File: src/rtl/tmr_pkg.sv
package tmr_pkg;

  localparam logic [1:0] LAYOUT_13BIT  = 2'b00;
  localparam logic [1:0] LAYOUT_16BIT  = 2'b01;
  localparam logic [1:0] LAYOUT_RELOAD = 2'b10;
  localparam logic [1:0] LAYOUT_SPLIT  = 2'b11;

  localparam logic [2:0] ADDR_MODE = 3'd0;
  localparam logic [2:0] ADDR_CTRL = 3'd1;

  typedef struct packed {
    logic step0;      // channel 0 advances this cycle
    logic step1;      // channel 1 advances this cycle
    logic stepSplit;  // upper half of split channel 0 advances
  } tmrStrobes_t;

  typedef struct packed {
    logic [7:0] lo;
    logic [7:0] hi;
    logic       ovf;
  } tmrCount_t;

  function automatic tmrCount_t countNext(input logic [1:0] layout,
                                          input logic [7:0] lo,
                                          input logic [7:0] hi);
    tmrCount_t r;
    r.lo  = lo;
    r.hi  = hi;
    r.ovf = 1'b0;
    case (layout)
      LAYOUT_13BIT: begin
        if (lo[4:0] == 5'h1f) begin
          r.lo[4:0] = 5'h00;
          r.hi      = hi + 8'd1;
          r.ovf     = (hi == 8'hff);
        end else begin
          r.lo[4:0] = lo[4:0] + 5'd1;
        end
      end
      LAYOUT_16BIT: begin
        {r.hi, r.lo} = {hi, lo} + 16'd1;
        r.ovf        = &{hi, lo};
      end
      LAYOUT_RELOAD: begin
        if (&lo) begin
          r.lo  = hi;
          r.ovf = 1'b1;
        end else begin
          r.lo = lo + 8'd1;
        end
      end
      default: begin
        r.lo  = lo + 8'd1;
        r.ovf = &lo;
      end
    endcase
    return r;
  endfunction

endpackage

File: src/rtl/tmr_ctrl.sv
module tmr_ctrl
  import tmr_pkg::*;
#(
  parameter int PRESCALE    = 12,
  parameter int SYNC_STAGES = 2
) (
  input  logic        clk,
  input  logic        rstN,
  input  logic [7:0]  modeReg,
  input  logic [1:0]  runBits,
  input  logic [1:0]  gatePin,
  input  logic [1:0]  countPin,
  output tmrStrobes_t strb
);

  localparam int PRE_W = (PRESCALE > 1) ? $clog2(PRESCALE) : 1;
  localparam logic [PRE_W-1:0] PRE_LAST = PRE_W'(PRESCALE - 1);

  logic [PRE_W-1:0] preCnt;
  logic             mcTick;
  logic [1:0]       chStep;

  assign mcTick = (preCnt == PRE_LAST);

  always_ff @(posedge clk) begin
    if (!rstN) preCnt <= '0;
    else       preCnt <= mcTick ? '0 : preCnt + PRE_W'(1);
  end

  for (genvar ch = 0; ch < 2; ch++) begin : g_chan
    logic [SYNC_STAGES-1:0] syncQ;
    logic                   prevQ;
    logic                   pendQ;
    logic                   fallNow;
    logic                   evNow;
    logic [3:0]             nib;
    logic                   gateOk;
    logic                   srcOk;

    assign fallNow = prevQ & ~syncQ[SYNC_STAGES-1];
    assign evNow   = pendQ | fallNow;
    assign nib     = modeReg[ch*4 +: 4];
    assign gateOk  = ~nib[3] | gatePin[ch];
    assign srcOk   = nib[2] ? evNow : 1'b1;
    assign chStep[ch] = runBits[ch] & gateOk & srcOk & mcTick;

    always_ff @(posedge clk) begin
      if (!rstN) begin
        syncQ <= '0;
        prevQ <= 1'b0;
        pendQ <= 1'b0;
      end else begin
        syncQ <= {syncQ[SYNC_STAGES-2:0], countPin[ch]};
        prevQ <= syncQ[SYNC_STAGES-1];
        pendQ <= mcTick ? 1'b0 : evNow;
      end
    end

    // an event is only held over while no tick has consumed it
    assert_pend_off_tick_R4: assert property (@(posedge clk) disable iff (!rstN)
      $rose(pendQ) |-> $past(!mcTick));
  end

  assign strb.step0     = chStep[0];
  assign strb.step1     = chStep[1] & (modeReg[5:4] != LAYOUT_SPLIT);
  assign strb.stepSplit = (modeReg[1:0] == LAYOUT_SPLIT) & runBits[1] & mcTick;

  if (PRESCALE > 1) begin : g_tickChk
    assert_tick_spacing_R3: assert property (@(posedge clk) disable iff (!rstN)
      mcTick |=> !mcTick);
  end

endmodule

File: src/rtl/tmr_datapath.sv
module tmr_datapath
  import tmr_pkg::*;
(
  input  logic        clk,
  input  logic        rstN,
  input  logic        wrEn,
  input  logic [2:0]  addr,
  input  logic [7:0]  wrData,
  input  logic [1:0]  intAck,
  input  tmrStrobes_t strb,
  output logic [7:0]  rdData,
  output logic [7:0]  modeReg,
  output logic [1:0]  runBits,
  output logic [1:0]  tfBits
);

  logic [7:0] modeQ;
  logic [1:0] trQ;
  logic [1:0] tfQ;
  logic [7:0] loQ [2];
  logic [7:0] hiQ [2];
  logic [1:0] wrLo;
  logic [1:0] wrHi;
  logic [1:0] stepEff;
  logic [1:0] ovfCh;
  logic [1:0] tfSet;
  logic       wrCtrl;
  logic       splitOn;
  logic       splitStep;
  logic       splitOvf;
  tmrCount_t  nxt [2];

  assign wrCtrl    = wrEn && (addr == ADDR_CTRL);
  assign splitOn   = (modeQ[1:0] == LAYOUT_SPLIT);
  assign splitStep = strb.stepSplit & ~wrHi[0];
  assign splitOvf  = splitStep & (&hiQ[0]);

  assign stepEff[0] = strb.step0 & ~wrLo[0] & ~(wrHi[0] & ~splitOn);
  assign stepEff[1] = strb.step1 & ~wrLo[1] & ~wrHi[1];

  for (genvar ch = 0; ch < 2; ch++) begin : g_cnt
    localparam logic [2:0] LO_ADDR = 3'(2 + 2 * ch);
    localparam logic [2:0] HI_ADDR = 3'(3 + 2 * ch);

    assign wrLo[ch]  = wrEn && (addr == LO_ADDR);
    assign wrHi[ch]  = wrEn && (addr == HI_ADDR);
    assign nxt[ch]   = countNext(modeQ[ch*4 +: 2], loQ[ch], hiQ[ch]);
    assign ovfCh[ch] = stepEff[ch] & nxt[ch].ovf;

    always_ff @(posedge clk) begin
      if (!rstN) begin
        loQ[ch] <= 8'h00;
        hiQ[ch] <= 8'h00;
      end else begin
        if (wrLo[ch])         loQ[ch] <= wrData;
        else if (stepEff[ch]) loQ[ch] <= nxt[ch].lo;

        if (wrHi[ch])                      hiQ[ch] <= wrData;
        else if (ch == 0 && splitStep)     hiQ[ch] <= hiQ[ch] + 8'd1;
        else if (stepEff[ch])              hiQ[ch] <= nxt[ch].hi;
      end
    end

    always_ff @(posedge clk) begin
      if (!rstN)               tfQ[ch] <= 1'b0;
      else if (tfSet[ch])      tfQ[ch] <= 1'b1;
      else if (wrCtrl)         tfQ[ch] <= wrData[5 + 2*ch];
      else if (intAck[ch])     tfQ[ch] <= 1'b0;
    end

    assert_flag_on_ovf_R13: assert property (@(posedge clk) disable iff (!rstN)
      tfSet[ch] |=> tfQ[ch]);

    assert_ack_clears_R11: assert property (@(posedge clk) disable iff (!rstN)
      (intAck[ch] && !tfSet[ch] && !wrCtrl) |=> !tfQ[ch]);
  end

  assign tfSet[0] = ovfCh[0];
  assign tfSet[1] = splitOn ? splitOvf : ovfCh[1];

  always_ff @(posedge clk) begin
    if (!rstN) begin
      modeQ <= 8'h00;
      trQ   <= 2'b00;
    end else begin
      if (wrEn && addr == ADDR_MODE) modeQ <= wrData;
      if (wrCtrl)                    trQ   <= {wrData[6], wrData[4]};
    end
  end

  always_comb begin
    case (addr)
      3'd0:    rdData = modeQ;
      3'd1:    rdData = {tfQ[1], trQ[1], tfQ[0], trQ[0], 4'h0};
      3'd2:    rdData = loQ[0];
      3'd3:    rdData = hiQ[0];
      3'd4:    rdData = loQ[1];
      3'd5:    rdData = hiQ[1];
      default: rdData = 8'h00;
    endcase
  end

  assign modeReg = modeQ;
  assign runBits = trQ;
  assign tfBits  = tfQ;

  assert_hold_idle_R3: assert property (@(posedge clk) disable iff (!rstN)
    (!strb.step0 && !strb.stepSplit && !wrLo[0] && !wrHi[0]) |=> $stable({hiQ[0], loQ[0]}));

  assert_ch1_split_hold_R10: assert property (@(posedge clk) disable iff (!rstN)
    (modeQ[5:4] == LAYOUT_SPLIT && !wrLo[1] && !wrHi[1]) |=> $stable({hiQ[1], loQ[1]}));

endmodule

File: src/rtl/timer_pair.sv
module timer_pair
  import tmr_pkg::*;
#(
  parameter int PRESCALE    = 12,
  parameter int SYNC_STAGES = 2
) (
  input  logic       clk,
  input  logic       rstN,
  input  logic       regWrEn,
  input  logic [2:0] regAddr,
  input  logic [7:0] regWrData,
  output logic [7:0] regRdData,
  input  logic [1:0] gatePin,
  input  logic [1:0] countPin,
  input  logic [1:0] intAck,
  output logic [1:0] ovfFlag
);

  tmrStrobes_t strb;
  logic [7:0]  modeReg;
  logic [1:0]  runBits;

  tmr_ctrl #(
    .PRESCALE    (PRESCALE),
    .SYNC_STAGES (SYNC_STAGES)
  ) i_ctrl (
    .clk      (clk),
    .rstN     (rstN),
    .modeReg  (modeReg),
    .runBits  (runBits),
    .gatePin  (gatePin),
    .countPin (countPin),
    .strb     (strb)
  );

  tmr_datapath i_dp (
    .clk     (clk),
    .rstN    (rstN),
    .wrEn    (regWrEn),
    .addr    (regAddr),
    .wrData  (regWrData),
    .intAck  (intAck),
    .strb    (strb),
    .rdData  (regRdData),
    .modeReg (modeReg),
    .runBits (runBits),
    .tfBits  (ovfFlag)
  );

endmodule

File: config.mk
export PLATFORM = sky130hd
export DESIGN_NAME = timer_pair
export DESIGN_NICKNAME = d
export VERILOG_FILES = /design/src/rtl/tmr_pkg.sv /design/src/rtl/tmr_ctrl.sv /design/src/rtl/tmr_datapath.sv /design/src/rtl/timer_pair.sv
export SDC_FILE = /design/constraint.sdc
export NUM_CORES = 1
export LEC_CHECK = 0
export ABC_AREA = 1
export BUFFER_PORTS_ARGS = -buffer_cell sky130_fd_sc_hd__clkbuf_2
export CAP_MARGIN = 15
export CORE_MARGIN = 2
export CORE_UTILIZATION = 61
export DETAILED_ROUTE_END_ITERATION = 8
export PLACE_DENSITY = 0.86
export SETUP_SLACK_MARGIN = 0.15
export SYNTH_ARGS = -nofsm -noshare
export SYNTH_HDL_FRONTEND = slang
export SYNTH_SLANG_ARGS = --single-unit
export TNS_END_PERCENT = 10
File: constraint.sdc
create_clock -name clk -period 3.5 [get_ports clk]
set_input_delay 0 -clock clk [delete_from_list [all_inputs] [get_ports clk]]
set_output_delay 0 -clock clk [all_outputs]
set_load 0.03 [all_outputs]
* Yosys cells after proc, flatten, opt, wreduce, memory -nomap -nowiden
Memory sizes are Yosys's and may differ from the RTL's.
Index checks and enable logic that the tools add are counted.
** Word-level totals
- Flip-flop bits (word level) :: 24
- Memory bits (writable) :: 32
- Input bits :: 20
- Output and inout bits :: 10
- Logic and storage cells :: 166
- Memories :: 2
** Memories
- i_dp.hiQ :: words 2, bits a word 8, rd ports 2, clocked after Yosys merged registers in 0, wr ports 2, RTL line tmr_datapath.sv:21 : logic [7:0] hiQ [2];
- i_dp.loQ :: words 2, bits a word 8, rd ports 2, clocked after Yosys merged registers in 0, wr ports 2, RTL line tmr_datapath.sv:20 : logic [7:0] loQ [2];
** Operators by class
- Add/subtract/negate cells :: 9
- Eq/ne operators :: 16
- Multiplexer cells :: 67
- Bitwise gates (word level) :: 44
- Reductions and logical operators :: 17
** Operator list (count)
- $mux W8 :: 11
- $pmux W8 S6 :: 1
- $mux W1 :: 43
- $add A16 B1 Y16 const B :: 2
- $add A8 B1 Y8 const B :: 4
- $pmux W8 S2 :: 2
- $reduce_and A16 Y1 :: 2
- $pmux W5 S3 :: 2
- $reduce_and A8 Y1 :: 3
- $and A1 B1 Y1 :: 20
- $mux W9 :: 2
- $pmux W3 S3 :: 2
- $eq A8 B8 Y1 const B :: 2
- $or A1 B1 Y1 :: 13
- $not A1 Y1 :: 11
- $add A5 B1 Y5 const B :: 2
- $eq A5 B5 Y1 const B :: 2
- $mux W5 :: 2
- $eq A2 B2 Y1 const B :: 3
- $eq A3 B2 Y1 const B :: 2
- $eq A3 B3 Y1 const B :: 2
- $logic_and A1 B1 Y1 :: 6
- $pmux W1 S3 :: 2
- $reduce_bool A3 Y1 :: 2
- other kinds (8) :: 10

* Depth between registers and ports, before layout
- Depth in word-level cells :: 14
- Gate-level depth with buffers :: 11
- Mapped depth without buffers :: 11

* Cells and area by module
Synthesis repeated with hierarchy kept, for this count alone.
** Unflattened totals
- Cell total of the unflattened synthesis :: 654
- Area, all modules :: 4295.4 sq um
** Modules (own cells, without submodules)
- tmr_datapath :: times used 1, cells an instance 590, area an instance 3817.4 sq um, seq. area each 1201.2 sq um
- tmr_ctrl :: times used 1, cells an instance 64, area an instance 478.0 sq um, seq. area each 240.2 sq um

* Worst setup path after synthesis
Ideal clock, no wire load.
- Path type :: register to register
- From :: memory i_dp.loQ[0][0]
- To :: memory i_dp.hiQ[0][0] (enable)
- Setup time :: 0.404 ns
- Data arrival time :: 2.046 ns
- Data required time :: 3.096 ns
- Path slack :: 1.050 ns
- Stages on the path, launching flop included :: 7
- Buffers on the path :: 0
- Clock period less this slack :: 2.450 ns
- Path through :: edfxtp_1 -> ha_1 -> nand2_1 -> nor2_1 -> ha_1 -> nor2_1 -> o311ai_0
** RTL lines (RTL line)
- start, declared :: tmr_datapath.sv:20
- end, declared :: tmr_datapath.sv:21

==> results_dict.tcl <==
set metrics [dict create \
    rsz0062_at_grt "false" \
    path_clk_slew_ns 0.11 \
    critPathRequiredTime_ns 3.47 \
    tightest_slew_ns 0.762 \
    io_buffers 29 \
    fmax_mhz 409 \
    synthArstFlopShare_pct 0 \
    slew_violations 0 \
    cpPeakStageDelay_ns 0.61 \
    io_pins 30 \
    ys.flop_type "edfxtp_1" \
    startpoint_type "flop" \
    synth_warnings 0 \
    detail_route.iter0.violations 604 \
    peakVddDrop_mv 0.307 \
    critical-path-slowest-cell "a21oi_1" \
    synthTopCellsByArea "edfxtp_1 (23%), nand2_1 (18%), dfxtp_1 (11%)" \
    critical_path_class "reg -> reg" \
    grtUsageTotal_pct 35.4 \
    clk_latency_ns 0.33 \
    core_mm2 0.00679 \
    crit_chain "ha_1, nand3_1, nor2_1, nand3_2, nor2_4, nand2_8, inv_8, nor2_8, a21oi_1" \
    max_slew_margin_pct 49.2 \
    syn_avg_cell_area_um2 6.74 \
    syn-instance-count 632 \
    diodes 0 \
    fin_area_mm2 0.00457 \
    ctsLongestPathBuffers 2 \
    post-synth-top-count-cell "nand2_1" \
    antenna_found_initial 0 \
    netlist.top_cell.by_area "edfxtp_1" \
    ys_types 43 \
    power_w 0.00143 \
    chipHeight_um 87.6 \
    rrSetupSlack_ns 1.05 \
    seq_area_frac_synth_pct 33.8 \
    synth-edff-count 32 \
    p_seq_share_pct 54.1 \
    antenna_left 0 \
    cts_setup_buffers 0 \
    drc 0 \
    status "finished clean" \
    cts-root-buf "clkbuf_8" \
    overflow 0 \
    layout-drive-gt1-share_pct 9.08 \
    clkSinkCount 56 \
    setup_tns_ns 0 \
    initial_core_util_pct 62.7 \
    fin_skew_ns 0.0106 \
    power.density_mw_per_mm2 313 \
    vias 4546 \
    internal_power_w 0.000959 \
    syn_area_mm2 0.00426 \
    share_comb_of_total_power_pct 18.9 \
    via_per_inst 6.01 \
    worst_hold_path_type "in -> reg" \
    final_hold_viol_count 0 \
    synth_top_area_share_pct 22.5 \
    cts_tree "built" \
    switching_share_pct 33.0 \
    final_nets 695 \
    grt_pass1_vias 3979 \
    ys_ff_latch 56 \
    h-tree-depth 2 \
    setup_violations 0 \
    rows 30 \
    hold_buffers 2 \
    cp.arrival_ns 2.42 \
    yosys-top-cells-count "nand2_1 (202), inv_1 (74), nor2_1 (68), a21oi_1 (46)" \
    critical_path.top_delay_family "simple AND/OR/NAND/NOR gates" \
    synth_nets 667 \
    cts_made_buffers 5 \
    wire_per_inst_um 17.2 \
    fin_crit_sh_pct 69.9 \
    routabilityCongestion 1.04 \
    die_w_um 87.6 \
    cts_resized 0 \
    grt_pass1_wl_um 20600 \
    min_period_ns 2.45 \
    p_leak_nw 2.10 \
    die_area_mm2 0.00767 \
    critPathMaxFanout 18 \
    power.share.clock_pct 27.1 \
    end_kind "flop" \
    area.growth.synth_to_final_pct 7.25 \
    drt_pass1_iterations 7 \
    finalWirelength_um 13000 \
    hpwlAfterDp_um 10200 \
    worst-path-buf-inv 1 \
    maxCapViolCount 0 \
    grt_max_degree 32 \
    switching_power_w 0.000473 \
    dpl_cell_area_mm2 0.00446 \
]
sequential cells by signal, indices dropped and copies added (netlist names):
register / count
i_ctrl.preCnt: 4
i_dp.modeReg: 8
i_dp.loQ: 16
i_ctrl.g_chan.syncQ: 4
i_ctrl.g_chan.prevQ: 2
i_dp.hiQ: 16
i_dp.tfBits: 2
i_ctrl.g_chan.pendQ: 2
i_dp.runBits: 2
cell families after synthesis:
kind of cell,Yosys count,share of synthesized area [%]
and+or+nand+nor,342,34.6
DFF,56,33.8
adders and majority gates,15,4.40
buffers and inverters,89,8.90
AOI/OAI and AO/OA,119,16.0
xor gates and xnor gates,11,2.26
path summary, 6_finish.rpt:
| kind | startpoint | end | depth (start not counted) |
|---|---|---|---|
| max reg2reg | i_ctrl.preCnt[0] | i_dp.hiQ[1][0] | 9 |
| max | i_ctrl.preCnt[0] | i_dp.hiQ[1][0] | 9 |
| min reg2reg | i_ctrl.g_chan[0].syncQ[0] | i_ctrl.g_chan[0].syncQ[1] | 2 |
| min | intAck[0] | i_dp.tfBits[0] | 4 |
final cells by class:
class	count	area (um^2)
multi-input combinational	487	2440
clock inverter	3	26.3
inverter	78	300
timing repair buffer	32	173
fill	609	2220
tap	96	120
sequential	56	1440
clock buffer	5	68.8
metal layers:
| layer | wire length [um] | global-route usage, % | up-vias |
|---|---|---|---|
| met2 | 5480 | 49.9 | 321 |
| met4 | 241 | 10.1 | 0 |
| met5 | 0 | 0 | - |
| li1 | - | - | 2148 |
| met1 | 5510 | 54.0 | 2056 |
| met3 | 1810 | 8.48 | 21 |
worst min-delay path, cell delays in order:
cell and delay, ns:
clkbuf_2 0.08, o21ai_0 0.06, o21ai_0 0.07, o21ai_1 0.07
cell usage in the layout, fill, tap and decap left out, types with 2 or more instances in the layout:
master and n:
nor2_4 2, dfxtp_1 24, nor3_1 9, a22oi_1 4, inv_1 74, nand3_2 3, nand2_1 202, or2_2 3
xor2_1 10, o221ai_1 2, clkbuf_2 29, clkbuf_8 5, clkinv_4 2, a21oi_1 46, edfxtp_1 32, nand4_1 4
a32oi_1 2, ha_1 15, a221oi_1 5, inv_2 3, nor2_1 68, o22ai_1 6, nor3_4 2, o21bai_1 2
nand3_1 42, o211ai_1 4, nand2_2 2, o21ai_0 42, dlygate4sd3_1 2
stage by stage:
stage	setup slack, ns	instances	hold WS [ns]	utilization [%]
after floorplan	1.05	632	0.0976	-
after global placement	1.21	747	0.184	65.6
after detailed placement	1.05	747	0.188	65.6
after CTS	1.05	757	0.0126	67.3
after global routing	0.864	757	0.0267	67.3
final	1.05	757	0.0165	67.3
power by group through the flow:
| stage | Clock [W] | Sequential [W] | Combinational, W |
|---|---|---|---|
| after floorplan | 0 | 0.000770 | 0.000183 |
| after global placement | 0 | 0.000785 | 0.000256 |
| after detailed placement | 0 | 0.000786 | 0.000259 |
| after CTS | 0.000385 | 0.000771 | 0.000263 |
| after global routing | 0.000409 | 0.000777 | 0.000298 |
| final | 0.000388 | 0.000774 | 0.000270 |
Power figures use the tool's default switching activity.
